<file path="config.mk">
export PLATFORM = sky130hd
export DESIGN_NAME = ccu_channel
export DESIGN_NICKNAME = d
export VERILOG_FILES = /design/src/rtl/ccu_pkg.sv /design/src/rtl/ccu_insel.sv /design/src/rtl/ccu_pending.sv /design/src/rtl/ccu_outunit.sv /design/src/rtl/ccu_channel.sv
export SDC_FILE = /design/constraint.sdc
export NUM_CORES = 1
export LEC_CHECK = 0
export CORE_UTILIZATION = 40
export DETAILED_ROUTE_END_ITERATION = 8
export GPL_TIMING_DRIVEN = 0
export PLACE_DENSITY = 0.76
export SYNTH_ARGS = -nofsm -noshare
export SYNTH_HDL_FRONTEND = slang
export SYNTH_SLANG_ARGS = --single-unit
</file>
<file path="constraint.sdc">
create_clock -name clk -period 1.9 [get_ports clk]
set_input_delay 0.38 -clock clk [delete_from_list [all_inputs] [get_ports clk]]
set_output_delay 0.38 -clock clk [all_outputs]
set_load 0.05 [all_outputs]
</file>
<file path="src/rtl/ccu_pkg.sv">
package ccu_pkg;

    typedef enum logic [1:0] {
        EDGE_NONE = 2'b00,
        EDGE_RISE = 2'b01,
        EDGE_FALL = 2'b10,
        EDGE_BOTH = 2'b11
    } edge_e;

    typedef enum logic [1:0] {
        SRC_A  = 2'b00,
        SRC_B  = 2'b01,
        SRC_LO = 2'b10,
        SRC_HI = 2'b11
    } insel_e;

    typedef enum logic [2:0] {
        OM_BIT     = 3'd0,
        OM_SET     = 3'd1,
        OM_TGL_RST = 3'd2,
        OM_SET_RST = 3'd3,
        OM_TGL     = 3'd4,
        OM_RST     = 3'd5,
        OM_TGL_SET = 3'd6,
        OM_RST_SET = 3'd7
    } omode_e;

    // Control word layout, LSB at the bottom of the list
    typedef struct packed {
        logic   irq_en;    // [10]
        logic   out_bit;   // [9]
        omode_e omode;     // [8:6]
        logic   sync_en;   // [5]
        insel_e insel;     // [4:3]
        edge_e  edge_sel;  // [2:1]
        logic   cap_mode;  // [0]
    } ctl_t;

    typedef enum logic {
        RD_DONE = 1'b0,
        RD_OWED = 1'b1
    } rdst_e;

    localparam int CTL_BITS = $bits(ctl_t);
    localparam int FLAG_POS = 11;
    localparam int COV_POS  = 12;

endpackage

</file>
<file path="src/rtl/ccu_insel.sv">
module ccu_insel
    import ccu_pkg::*;
#(
    parameter int STAGES = 1
) (
    input  logic   clk,
    input  logic   rst_n,
    input  logic   src_a,
    input  logic   src_b,
    input  insel_e sel,
    input  logic   sync_en,
    input  edge_e  edge_sel,
    output logic   level,
    output logic   hit
);

    logic              raw;
    logic              prev_q;
    logic [STAGES-1:0] chain_q;
    logic              rise, fall;

    always_comb begin
        unique case (sel)
            SRC_A:  raw = src_a;
            SRC_B:  raw = src_b;
            SRC_LO: raw = 1'b0;
            SRC_HI: raw = 1'b1;
        endcase
    end

    always_ff @(posedge clk or negedge rst_n) begin
        if (!rst_n) chain_q[0] <= 1'b0;
        else        chain_q[0] <= raw;
    end

    for (genvar g = 1; g < STAGES; g++) begin : g_sync
        always_ff @(posedge clk or negedge rst_n) begin
            if (!rst_n) chain_q[g] <= 1'b0;
            else        chain_q[g] <= chain_q[g-1];
        end
    end

    assign level = sync_en ? chain_q[STAGES-1] : raw;

    always_ff @(posedge clk or negedge rst_n) begin
        if (!rst_n) prev_q <= 1'b0;
        else        prev_q <= level;
    end

    assign rise = level & ~prev_q;
    assign fall = ~level & prev_q;

    always_comb begin
        unique case (edge_sel)
            EDGE_NONE: hit = 1'b0;
            EDGE_RISE: hit = rise;
            EDGE_FALL: hit = fall;
            EDGE_BOTH: hit = rise | fall;
        endcase
    end

    // a falling-only selection never fires while the level sits high
    p_fall_only_r2: assert property (@(posedge clk) disable iff (!rst_n)
        (edge_sel == EDGE_FALL && level) |-> !hit);

endmodule

</file>
<file path="src/rtl/ccu_pending.sv">
module ccu_pending
    import ccu_pkg::*;
(
    input  logic clk,
    input  logic rst_n,
    input  logic cap,
    input  logic rd,
    input  logic clr_we,
    input  logic clr_val,
    output logic cov
);

    rdst_e state_q, state_d;

    always_comb begin
        state_d = state_q;
        unique case (state_q)
            RD_DONE: if (cap) state_d = RD_OWED;
            RD_OWED: if (!cap && rd) state_d = RD_DONE;
        endcase
    end

    always_ff @(posedge clk or negedge rst_n) begin
        if (!rst_n) state_q <= RD_DONE;
        else        state_q <= state_d;
    end

    always_ff @(posedge clk or negedge rst_n) begin
        if (!rst_n)                        cov <= 1'b0;
        else if (cap && state_q == RD_OWED) cov <= 1'b1;
        else if (clr_we && !clr_val)       cov <= 1'b0;
    end

    p_cov_set_r5: assert property (@(posedge clk) disable iff (!rst_n)
        (cap && state_q == RD_OWED) |=> cov);

    p_cov_sticky_r5: assert property (@(posedge clk) disable iff (!rst_n)
        (cov && !clr_we) |=> cov);

    p_no_cov_after_read_r5: assert property (@(posedge clk) disable iff (!rst_n)
        (state_q == RD_DONE && !cov && !cap) |=> !cov);

endmodule

</file>
<file path="src/rtl/ccu_outunit.sv">
module ccu_outunit
    import ccu_pkg::*;
(
    input  logic   clk,
    input  logic   rst_n,
    input  omode_e mode,
    input  logic   out_bit,
    input  logic   eq,
    input  logic   eq0,
    output logic   out_q
);

    logic nxt;

    always_comb begin
        nxt = out_q;
        unique case (mode)
            OM_BIT:     nxt = out_bit;
            OM_SET:     if (eq) nxt = 1'b1;
            OM_TGL_RST: if (eq0) nxt = 1'b0; else if (eq) nxt = ~out_q;
            OM_SET_RST: if (eq0) nxt = 1'b0; else if (eq) nxt = 1'b1;
            OM_TGL:     if (eq) nxt = ~out_q;
            OM_RST:     if (eq) nxt = 1'b0;
            OM_TGL_SET: if (eq0) nxt = 1'b1; else if (eq) nxt = ~out_q;
            OM_RST_SET: if (eq0) nxt = 1'b1; else if (eq) nxt = 1'b0;
        endcase
    end

    always_ff @(posedge clk or negedge rst_n) begin
        if (!rst_n) out_q <= 1'b0;
        else        out_q <= nxt;
    end

    p_set_on_eq_r8: assert property (@(posedge clk) disable iff (!rst_n)
        (mode == OM_SET && eq) |=> out_q);

    p_reset_on_eq_r8: assert property (@(posedge clk) disable iff (!rst_n)
        (mode == OM_RST && eq) |=> !out_q);

    p_eq0_sets_r9: assert property (@(posedge clk) disable iff (!rst_n)
        ((mode == OM_TGL_SET || mode == OM_RST_SET) && eq0) |=> out_q);

    p_eq0_clears_r9: assert property (@(posedge clk) disable iff (!rst_n)
        ((mode == OM_TGL_RST || mode == OM_SET_RST) && eq0) |=> !out_q);

endmodule

</file>
<file path="src/rtl/ccu_channel.sv">
module ccu_channel
    import ccu_pkg::*;
#(
    parameter int W           = 16,
    parameter int SYNC_STAGES = 1
) (
    input  logic         clk,
    input  logic         rst_n,
    input  logic [W-1:0] tb_count,
    input  logic         tb_tick,
    input  logic         eq0_strobe,
    input  logic         cap_in_a,
    input  logic         cap_in_b,
    input  logic         ctl_we,
    input  logic         ccr_we,
    input  logic         ccr_rd,
    input  logic [W-1:0] bus_wdata,
    output logic [W-1:0] ccr_value,
    output logic         ccif,
    output logic         cov,
    output logic         irq,
    output logic         smp_in,
    output logic         out_pin
);

    ctl_t         ctl_q;
    logic [W-1:0] ccr_q;
    logic         flag_q, smp_q;
    logic         level, hit, capture, eq;

    always_ff @(posedge clk or negedge rst_n) begin
        if (!rst_n)      ctl_q <= '0;
        else if (ctl_we) ctl_q <= ctl_t'(bus_wdata[CTL_BITS-1:0]);
    end

    ccu_insel #(.STAGES(SYNC_STAGES)) u_insel (
        .clk      (clk),
        .rst_n    (rst_n),
        .src_a    (cap_in_a),
        .src_b    (cap_in_b),
        .sel      (ctl_q.insel),
        .sync_en  (ctl_q.sync_en),
        .edge_sel (ctl_q.edge_sel),
        .level    (level),
        .hit      (hit)
    );

    assign capture = ctl_q.cap_mode && hit;
    assign eq      = !ctl_q.cap_mode && tb_tick && (tb_count == ccr_q);

    always_ff @(posedge clk or negedge rst_n) begin
        if (!rst_n)       ccr_q <= '0;
        else if (capture) ccr_q <= tb_count;
        else if (ccr_we)  ccr_q <= bus_wdata;
    end

    always_ff @(posedge clk or negedge rst_n) begin
        if (!rst_n)              flag_q <= 1'b0;
        else if (capture || eq)  flag_q <= 1'b1;
        else if (ctl_we)         flag_q <= bus_wdata[FLAG_POS];
    end

    always_ff @(posedge clk or negedge rst_n) begin
        if (!rst_n)  smp_q <= 1'b0;
        else if (eq) smp_q <= level;
    end

    ccu_pending u_pending (
        .clk     (clk),
        .rst_n   (rst_n),
        .cap     (capture),
        .rd      (ccr_rd),
        .clr_we  (ctl_we),
        .clr_val (bus_wdata[COV_POS]),
        .cov     (cov)
    );

    ccu_outunit u_out (
        .clk     (clk),
        .rst_n   (rst_n),
        .mode    (ctl_q.omode),
        .out_bit (ctl_q.out_bit),
        .eq      (eq),
        .eq0     (eq0_strobe),
        .out_q   (out_pin)
    );

    assign ccr_value = ccr_q;
    assign ccif      = flag_q;
    assign smp_in    = smp_q;
    assign irq       = flag_q & ctl_q.irq_en;

    p_capture_stamp_r4: assert property (@(posedge clk) disable iff (!rst_n)
        capture |=> (ccr_q == $past(tb_count)) && flag_q);

    p_compare_flag_r6: assert property (@(posedge clk) disable iff (!rst_n)
        eq |=> flag_q && (smp_q == $past(level)));

    p_capture_beats_write_r10: assert property (@(posedge clk) disable iff (!rst_n)
        (capture && ccr_we) |=> ccr_q == $past(tb_count));

endmodule

</file>
; Word-level counts from Yosys, hierarchy flattened
; Index checks and enable logic that the tools add are counted.
[op_classes]
bitwise = 8
n_mux = 20
reduce_logical = 16
eq_ne = 14
[ops]
columns = operator, n
row1 = 16-bit 2-to-1 mux, 2
row2 = 16-bit equality test, 1
row3 = 1-bit 2-to-1 mux, 14
row4 = "3-bit equality test, second input constant", 4
row5 = "2-bit equality test, second input constant", 4
row6 = 1-bit one-hot mux with 4 select lines, 2
row7 = 1-bit one-hot mux with 8 select lines, 1
row8 = "3-bit by 2-bit equality test with 1-bit output, second input constant", 2
row9 = 1-bit logical AND, 6
row10 = 2-bit nonzero test, 3
row11 = "2-bit by 1-bit equality test with 1-bit output, second input constant", 2
row12 = 2-bit zero test, 2
row13 = 1-bit NOT, 4
row14 = 1-bit AND, 3
row15 = "3-bit by 1-bit equality test with 1-bit output, second input constant", 1
row16 = 1-bit zero test, 3
row17 = 3-bit zero test, 1
row18 = 1-bit one-hot mux with 2 select lines, 1
row19 = 1-bit logical OR, 1
row20 = 1-bit OR, 1
[totals]
inputBits = 41
regBits = 34
elab_cells = 73
out_inout_bits = 21

; Depth between registers and ports, before layout
; Gate-level depths: netlist (run 1).
[depth]
depth_word = 12
ltp_mapped = 12

; Modules after synthesis
; From an unflattened synthesis (run 1), not the netlist that was laid out.
[unflattened]
hier_cells = 157
hier_area_um2 = 1744.2
[modules_own_cells]
columns = mod, area_each_um2, seq_area_each_um2, n_inst, cells_per_inst
row1 = ccu_channel, 1406.3, 725.7, 1, 123
row2 = ccu_insel, 157.7, 50.0, 1, 15
row3 = ccu_outunit, 103.8, 25.0, 1, 13
row4 = ccu_pending, 76.3, 50.0, 1, 6

; Least setup slack after synthesis (run 1)
; No wires, ideal clock.
[synth_path]
path_kind = register to register
start = reg ccr_q[10] (netlist: ccr_value[10])
end = reg u_out.out_q
period_less_slack_ns = 2.165
path_buffers = 0
t_arrival_ns = 2.082
stages_incl_launch_ff = 10
slack_ns = -0.265
setup_time_ns = 0.083
cell_sequence = dfrtp_1 > xnor2_1 > nand4_1 > nor4_1 > nand4_1 > ha_1 > nor2_1 > o21ai_0 > o311ai_0 > o21ai_0
[synth_between]
elab_chain_len = 5
[synth_rtl]
columns = item, line
row1 = "start, declared", ccu_channel.sv:27  ; logic [W-1:0] ccr_q;
row2 = "start signal, assigned", ccu_channel.sv:53  ; else if (capture) ccr_q <= tb_count;
row3 = "start signal, assigned", ccu_channel.sv:54  ; else if (ccr_we) ccr_q <= bus_wdata;
row4 = 16-bit equality test (*), ccu_channel.sv:49  ; assign eq = !ctl_q.cap_mode && tb_tick && (tb_count == ccr_q);
row5 = 1-bit logical AND (*), ccu_channel.sv:49
row6 = 1-bit 2-to-1 mux, -
row7 = 1-bit 2-to-1 mux (on tied branches), -
row8 = 1-bit one-hot mux with 8 select lines (*), -
row9 = named net u_out.nxt, ccu_outunit.sv:13  ; logic nxt;
row10 = "end signal, assigned", ccu_outunit.sv:31  ; else out_q <= nxt;
row11 = "end, declared", ccu_outunit.sv:10  ; output logic out_q
; Mark *: on every way through the listed nets, which the timed path passes. The rest lies on a longest branch.
; A chain may end at the register's enable or synchronous reset.

; Final worst setup path (run 1)
[layout_path]
start = in tb_count[5]
end = reg u_out.out_q
[layout_between]
elab_chain_len = 5
[layout_rtl]
columns = item, line
row1 = "start, declared", ccu_channel.sv:9  ; input logic [W-1:0] tb_count,
row2 = 16-bit equality test (*), ccu_channel.sv:49
row3 = 1-bit logical AND (*), ccu_channel.sv:49
row4 = 1-bit 2-to-1 mux, -
row5 = 1-bit 2-to-1 mux (on tied branches), -
row6 = 1-bit one-hot mux with 8 select lines (*), -
row7 = named net u_out.nxt, ccu_outunit.sv:13
; Marks and branches as above.

==> flow_metrics.tcl, run 1 <==
set metrics [dict create \
    syn-cell-area_um2 1714 \
    cts_buffer_depth 2 \
    cp-start-kind "primary input" \
    critPathCaptureType "flip-flop" \
    die_w_um 67.46 \
    dp_hpwl_um 3154 \
    tightest_slew_ns 0.7620 \
    fin_skew_ns 0.003900 \
    timing.final.ws_setup_ns -0.3430 \
    grt_setup_unrepaired "yes" \
    setup_viol 21 \
    area_growth_pct 67.01 \
    routed_wirelength_um 4607 \
    num_rows 23 \
    maxSlewViolCount 0 \
    r2r_start "ccr_value[2]" \
    worst-r2r-cell-count 9 \
    initial_core_util_pct 42.24 \
    die_area_um2 4551 \
    largest_register_ffs 16 \
    clkLatencyLatePin_ns 0.28 \
    syn_avg_cell_area_um2 11.06 \
    postSynthCellCount 155 \
    fp.dieH_um 67.46 \
    power_w 0.002830 \
    yosys_warnings 0 \
    syn_nets 200 \
    drt-initial-drc-count 57 \
    required_ns 2.12 \
    cap_violations 0 \
    grt_pass1_vias 1432 \
    io_pins 62 \
    grt_pass1_wl_um 7210 \
    worst_hold_slack_ns 0.1616 \
    final_layout_size_suffix_gt1_share_pct 38.14 \
    htree_levels 2 \
    grt_antenna_before_repair 0 \
    grt_overflow 0 \
    status "finished with violations" \
    n_fill_cell 286 \
    coreArea_um2 4058 \
    p_leak_nw 1.284 \
    ys_seq_area_share_pct 49.64 \
    fmax_ghz 0.4458 \
    antenna_cells 0 \
    place_congestion 0.7866 \
    vias 1465 \
    ir_worst_vdd_uv 598.2 \
    cp_max_fo 3 \
    clk_pin_slew_ns 0.07 \
    portBuffers 60 \
    relSlewSlack_pct 49.20 \
    final_antenna_net_count 0 \
    finalCriticalPeriod_ns 2.243 \
    r2r_slack_ns -0.31 \
    timing.rr.end "u_out.out_q" \
    drtPass1Iterations 5 \
    hold_class "primary input to asynchronous set/reset pin" \
    cts.sinks 34 \
    synth_seq_cells 34 \
    cts_root_buf "clkbuf_8" \
    wl_per_cell_um 16.11 \
    ys_types 22 \
    cp.arrival_ns 2.46 \
    power_density_nw_per_um2 988.6 \
    critPathKind "primary input to flip-flop" \
    grtUsageTotal_pct 22.46 \
    cts_tree "done" \
    drcViolationCount 0 \
    via_per_inst 5.122 \
    numCtsBuffers 5 \
    min_period_over_period_pct 118.1 \
    hold_violations 0 \
    violations "setup timing" \
    layout.nets 280 \
    grt_max_degree 35 \
]
## critical path, stage by stage
cell and delay [ns]:
clkdlybuf4s50_1 0.57, xnor2_1 0.16, nand4_1 0.14, nor4_2 0.16
nand4_1 0.25, ha_1 0.39, nor2_1 0.04, o21ai_1 0.12
o311ai_1 0.12, o21ai_1 0.13
## where the power goes
group	switching (W)	internal, W
clock network	0.000258	0.000292
logic	0.000701	0.000576
registers	0.000131	0.000871
## cell usage after synthesis
library cell  number  share of area [%]
dfrtp_1           34                 50
o21ai_0           21                6.1
nand2_1           20                4.4
mux2i_1           16                9.3
xnor2_1           16                8.2
mux2_2            13                8.5
buf_2              4                1.2
ha_1               4                2.9
inv_1              4               0.88
nand4_1            4                1.5
nor2b_1            4                1.5
a22o_1             2                1.0
clkbuf_1           2               0.44
nand3b_1           2               0.88
nor2_1             2               0.44
a211oi_1           1               0.44
a21boi_2           1               0.66
a21o_1             1               0.44
and2_1             1               0.37
nand2b_1           1               0.37
nor4_1             1               0.37
o311ai_0           1               0.51
## cell families after synthesis
kind of cell             after synthesis  synth area share (%)
flip-flops                            34                 49.64
adder cells (fa/ha/maj)                4                 2.920
XOR/XNOR                              16                 8.175
multiplexers                          29                 17.88
AND/OR/NAND/NOR                       35                 9.708
AO/OA/AOI/OAI                         27                 9.198
buffers and inverters                 10                 2.482
## cells in the final DEF, fill, tap and decap left out, types with 3 or more instances in the layout
cell type        netlist  final
buf_2                  4      3
buf_4                  0      4
buf_6                  0      6
buf_8                  0      3
clkbuf_8               0      6
clkdlybuf4s50_1        0     42
dfrtp_1               34     21
dfrtp_2                0     13
dlygate4sd2_1          0     11
dlymetal6s2s_1         0      6
inv_1                  4      3
mux2_2                13     12
mux2i_1               16     16
nand2_1               20      6
nand2_2                0      9
nand2_4                0      5
nand4_1                4      4
o21ai_1                0      7
o21ai_2                0     14
xnor2_1               16     14
## worst max-delay path by stage
stage,from,endpoint,cells past startpoint
finish,tb_count[5],u_out.out_q,10
CTS,ccr_value[2],u_out.out_q,9
floorplan,ccr_value[0],u_out.out_q,9
detailed placement,tb_count[4],u_out.out_q,10
global route,tb_count[5],u_out.out_q,10
global placement,cap_in_b,ccr_value[12],11
## what timing repair did
action                                  in CTS  in global routing
pin swaps                                   21                 13
hold buffers                                 0                  0
gates resized for setup                     47                 31
gates cloned                                 3                  0
endpoints found under the setup margin      22                 27
buffers inserted                            12                  2
## per-stage QoR
step / instances / util [%] / cell area [um^2] / worst slack (ns) / TNS, ns
after detailed placement: 265 / 59.91 / 2431 / -0.8106 / -16.57
after global routing: 286 / 70.55 / 2863 / -0.4535 / -5.130
after floorplan: 155 / - / 1773 / -0.08411 / -0.4014
after global placement: 265 / 60.04 / 2436 / -0.7520 / -27.59
final: 286 / 70.55 / 2863 / -0.3430 / -3.615
after CTS: 288 / 68.70 / 2788 / -0.3165 / -3.193
## layout make-up
cell class / count / area, um^2 / share of cell area (%)
plain buffers: 5 / 53.80 / 1.879
clock buffers: 7 / 86.33 / 3.016
clock inverters: 1 / 5.005 / 0.1748
inverters: 4 / 15.01 / 0.5245
multi-input cells: 111 / 1001 / 34.96
flip-flops and latches: 34 / 867.1 / 30.29
well taps: 50 / 62.56 / 2.185
repair buffers: 74 / 772.0 / 26.97
## metal layers
metal	part of all wire (%)	wire [um]	global-route usage, %	vias up
met5	0	0	0	-
met2	48	2218	35.52	48
met3	6.0	275	5.068	9
met1	44	2043	29.84	713
li1	-	-	-	695
met4	1.5	70	7.979	0
No activity file was read; power rests on OpenSTA's default activity.
==> run 2: changes to the inputs <==
Settings changed: TNS_END_PERCENT set to 30.
==> flow_metrics.tcl, run 2 (same netlist as run 1, synthesis figures left out) <==
set metrics [dict create \
    status "finished with violations" \
    violations "setup timing" \
    portBuffers 60 \
    fin_skew_ns 0.008103 \
    timing.final.ws_setup_ns -0.2081 \
    dp_hpwl_um 3184 \
    top_usage_layer "met2" \
    cp-start-kind "flip-flop" \
    place_ws_ns -0.7758 \
    n_fill_cell 316 \
    slowest_stage "dfrtp_1" \
    r2r_slack_ns -0.21 \
    num_rows 23 \
    critical_path_buf_inv_count 4 \
    cts.sinks 34 \
    mostFrequentLayoutCell "clkdlybuf4s50_1" \
    critPathKind "flip-flop to flip-flop" \
    area_growth_pct 62.55 \
    numCtsBuffers 5 \
    hold_violations 0 \
    htree_levels 2 \
    met3_usage_pct 6.419 \
    crit_chain "o21ai_2, nand2_2, mux2_4, inv_2, ha_4, nor2b_4, o21ai_2, a21boi_4, buf_12, buf_12, buf_8, nand2_1, o21ai_1" \
    fmax_ghz 0.4744 \
    slowest_delay_ns 0.40 \
    die_w_um 67.46 \
    cts_root_buf "clkbuf_8" \
    layout.nets 277 \
    place_congestion 0.7856 \
    drcViolationCount 0 \
    tightest_slew_ns 0.7733 \
    final_core_util_pct 68.67 \
    cp.arrival_ns 2.31 \
    cts_tree "done" \
    power_w 0.002790 \
    routed_wirelength_um 4840 \
    multi_input_area_um2 954.7 \
    dpl_cell_area_um2 2427 \
    initial_core_util_pct 42.24 \
    drtPass1Iterations 4 \
    postCtsHoldBufs 0 \
    grt_overflow 0 \
    cts_buffer_depth 2 \
    grt_pass1_wl_um 7417 \
    largest_register_ffs 16 \
    grt_antenna_before_repair 0 \
    antenna_cells 0 \
    grtUsageMet2_pct 37.13 \
    maxSlewViolCount 0 \
    finalCriticalPeriod_ns 2.108 \
    grtUsageTotal_pct 22.81 \
    coreArea_um2 4058 \
    fp.dieH_um 67.46 \
    relSlewSlack_pct 48.45 \
    hold_class "primary input to asynchronous set/reset pin" \
    min_period_over_period_pct 111.0 \
    final_area_um2 2786 \
    p_leak_nw 1.297 \
    cap_violations 0 \
    cp_max_fo 7 \
    drt-initial-drc-count 65 \
    die_area_um2 4551 \
    final_layout_size_suffix_gt1_share_pct 31.33 \
    grt_max_degree 35 \
    io_pins 62 \
    grt_util_met1_pct 29.67 \
    critPathCaptureType "flip-flop" \
    most-common-layout-cells "34 x clkdlybuf4s50_1, 21 x dfrtp_1, 16 x mux2i_1" \
    required_ns 2.10 \
    ir_worst_vdd_uv 735.4 \
    grt_pass1_vias 1515 \
    clkLatencyLatePin_ns 0.28 \
    setup_viol 20 \
    vias 1495 \
    crit_family "compound AO/OA/AOI/OAI gates" \
    wl_per_cell_um 17.10 \
    power_density_nw_per_um2 1001 \
    clk_pin_slew_ns 0.07 \
    via_per_inst 5.283 \
    grt_setup_unrepaired "yes" \
    seq_area_um2 867.1 \
    final_antenna_net_count 0 \
]
[run 2: cell count changes in the layout (fill, tap and decap cells not counted), sizes merged]
cell / before / now
dlymetal6s2s: 6 / 12
dlygate4sd2: 11 / 13
clkbuf: 9 / 10
buf: 18 / 15
clkinv: 1 / 0
clkdlybuf4s50: 42 / 34
[run 2: final timing paths]
path / start / to / depth (start not counted)
setup reg to reg: ctl_q[4] / ccr_value[14] / 13
hold reg to reg: ctl_q[8] / u_out.out_q / 1
hold / removal: rst_n / ccr_value[0] / 1
setup / recovery: ctl_q[4] / ccr_value[14] / 13
max in group asynchronous: rst_n / ccr_value[14] / 1
min in group clk: cap_in_a / u_insel.chain_q / 3
[run 2: power breakdown]
group,switching (W),internal [W]
Sequential,0.000137,0.000871
Combinational,0.000685,0.000541
Clock,0.000260,0.000296
[run 2: cell type report]
| class | count | share of cell area [%] |
|---|---|---|
| Multi-Input combinational cell | 111 | 34.26 |
| Sequential cell | 34 | 31.12 |
| Timing Repair Buffer | 70 | 26.49 |
| Clock buffer | 8 | 3.233 |
| Tap cell | 50 | 2.245 |
| Buffer | 6 | 2.110 |
| Inverter | 4 | 0.5388 |
[run 2: routing by layer]
layer,part of all wire (%),routed length (um),vias to the layer above
li1,-,-,687
met1,44,2114,754
met2,50,2420,50
met3,5.4,259,4
met4,0.95,46,0
met5,0,0,-
[run 2: timing repair]
action	4_1_cts	5_1_grt
hold endpoints to repair	0	0
endpoints found under the setup margin	22	29
pin swaps	19	12
gates cloned	2	1
setup buffers	5	3
gates resized for setup	35	38
[run 2: worst reg2reg max path: cells and delay by family (launching register included)]
family | cells | cell delay [ns]
adder cells (fa/ha/maj) | 1 | 0.20
flip-flops | 1 | 0.40
multiplexers | 1 | 0.29
AO/OA/AOI/OAI | 4 | 0.46
buffers and inverters | 4 | 0.45
AND/OR/NAND/NOR | 3 | 0.23
[run 2: metrics by stage]
stage / hold WS (ns) / std cells / setup TNS, ns
6_report: 0.1675 / 283 / -2.811
5_1_grt: 0.2087 / 283 / -4.691
4_1_cts: 0.1938 / 280 / -3.311
3_5_place_dp: 0.4574 / 265 / -16.21
3_3_place_gp: 0.4501 / 265 / -27.14
2_1_floorplan: 0.08441 / 155 / -0.3521
==> run 3: changes to the inputs <==
Settings changed: CELL_PAD_IN_SITES_DETAIL_PLACEMENT set to 1, CELL_PAD_IN_SITES_GLOBAL_PLACEMENT set to 1, CORE_UTILIZATION 40 to 30, PLACE_DENSITY 0.76 to unset, PLACE_DENSITY_LB_ADDON set to 0.1, RECOVER_POWER set to 50.
==> flow_metrics.tcl, run 3 (same netlist as run 1, synthesis figures left out) <==
set metrics [dict create \
    status "finished with violations" \
    violations "setup timing" \
    dpl_cell_area_um2 2455 \
    cp_max_fo 3 \
    grt_antenna_before_repair 0 \
    n_fill_cell 584 \
    vias 1487 \
    routed_wirelength_um 5309 \
    ir_worst_vdd_uv 530.8 \
    numCtsBuffers 5 \
    dr_wl_met2_um 2798 \
    cts_buffer_depth 2 \
    grt_pass1_wl_um 8576 \
    via_per_inst 4.828 \
    place_congestion 0.7616 \
    stdcell_count 308 \
    final_antenna_net_count 0 \
    grt_overflow 0 \
    hold_class "primary input to asynchronous set/reset pin" \
    cp-start-kind "flip-flop" \
    final_core_util_pct 51.15 \
    die_area_um2 6020 \
    cts.sinks 34 \
    hold_violations 0 \
    grt_max_degree 35 \
    cp.arrival_ns 2.36 \
    layout.nets 280 \
    fin_skew_ns 0.008260 \
    drtPass1Iterations 3 \
    die_w_um 77.59 \
    largest_register_ffs 16 \
    portBuffers 60 \
    area_growth_pct 64.31 \
    clk_pin_slew_ns 0.07 \
    place_ws_ns -0.8519 \
    drt-initial-drc-count 19 \
    initial_core_util_pct 31.13 \
    dr_wl_met3_um 204 \
    most-common-layout-cells "32 x clkdlybuf4s50_1, 21 x dfrtp_1, 19 x dlygate4sd2_1" \
    setup.worst_path.start "ccr_value[9]" \
    num_rows 27 \
    io_pins 62 \
    wl_per_cell_um 17.24 \
    fp.dieH_um 77.59 \
    final_area_um2 2816 \
    grt_setup_unrepaired "yes" \
    htree_levels 2 \
    relSlewSlack_pct 43.31 \
    met1_length_um 2248 \
    place_inst 287 \
    critPathKind "flip-flop to flip-flop" \
    setup_viol 20 \
    grtUsageTotal_pct 18.95 \
    p_leak_nw 1.266 \
    postCtsHoldBufs 0 \
    cts_tree "done" \
    antenna_cells 0 \
    grt_pass1_vias 1705 \
    required_ns 2.11 \
    finalCriticalPeriod_ns 2.151 \
    power_density_nw_per_um2 985.1 \
    maxSlewViolCount 0 \
    clkLatencyLatePin_ns 0.28 \
    cap_violations 0 \
    timing.final.ws_setup_ns -0.2514 \
    r2r_start "ccr_value[9]" \
    routed.top_layer "met4" \
    power_w 0.002774 \
    cts_root_buf "clkbuf_8" \
    dp_hpwl_um 3751 \
    mostFrequentLayoutCell "clkdlybuf4s50_1" \
    drcViolationCount 0 \
    final_layout_size_suffix_gt1_share_pct 35.59 \
    fmax_ghz 0.4648 \
    coreArea_um2 5507 \
    tightest_slew_ns 0.8503 \
    critPathCaptureType "flip-flop" \
    min_period_over_period_pct 113.2 \
]
## run 3: changes by cell type in the layout (fill, tap and decap cells not counted), moves of 3 or more
cell / change
buf_4: +6
dlygate4sd2_1: +6
dlymetal6s2s_1: -5
nand2_2: +5
nand2_1: -3
o21ai_1: -3
## run 3: critical path, cell delays in order (launching register included)
cell,delay [ns]
dfrtp_2,0.44
xnor2_2,0.16
nand4_1,0.13
nor4_2,0.30
nand4_1,0.23
ha_1,0.36
nor2_1,0.05
o21ai_1,0.15
o311ai_1,0.12
o21ai_1,0.13
## run 3: metrics by stage
stage / hold slack (ns) / TNS (ns)
floorplan: 0.08441 / -0.3521
global placement: 0.4497 / -29.75
detailed placement: 0.4575 / -17.80
CTS: 0.1946 / -2.452
global route: 0.2656 / -4.365
finish: 0.1992 / -2.123
## run 3: worst paths after layout
path | end | slack [ns] | cells past startpoint
max | u_out.out_q | -0.25 | 9
min | u_pending.cov | 0.20 | 1
max reg2reg | u_out.out_q | -0.25 | 9
min reg2reg | u_out.out_q | 0.48 | 1
max in group asynchronous | ccr_value[14] | 1.11 | 1
min in group clk | ccr_value[2] | 0.48 | 3
## run 3: final cells by class
type	count	area (um^2)	share of cell area [%]
buffer	6	65.06	2.310
sequential	34	867.1	30.79
tap	72	90.09	3.199
multi-input combinational	111	977.2	34.70
clock buffer	8	80.08	2.843
timing repair buffer	73	719.4	25.54
inverter	4	17.52	0.6219
## run 3: where the power goes
group | internal [W] | leakage (nW) | switching [W]
Combinational | 0.000557 | 0.833 | 0.000707
Clock | 0.000260 | 0.0395 | 0.000242
Sequential | 0.000871 | 0.393 | 0.000137
Total | 0.00169 | 1.27 | 0.00109
## run 3: what timing repair did
item / 4_1_cts / 5_1_grt
pin swaps: 20 / 19
setup buffers: 10 / 2
gates resized for setup: 48 / 36
setup endpoints to repair: 22 / 27
cloned: 3 / 0
## run 3: metal layers
metal / vias to the layer above / track usage (%)
met5: - / 0
met4: 0 / 5.660
met3: 7 / 3.529
met2: 37 / 33.10
met1: 749 / 23.60
li1: 694 / -
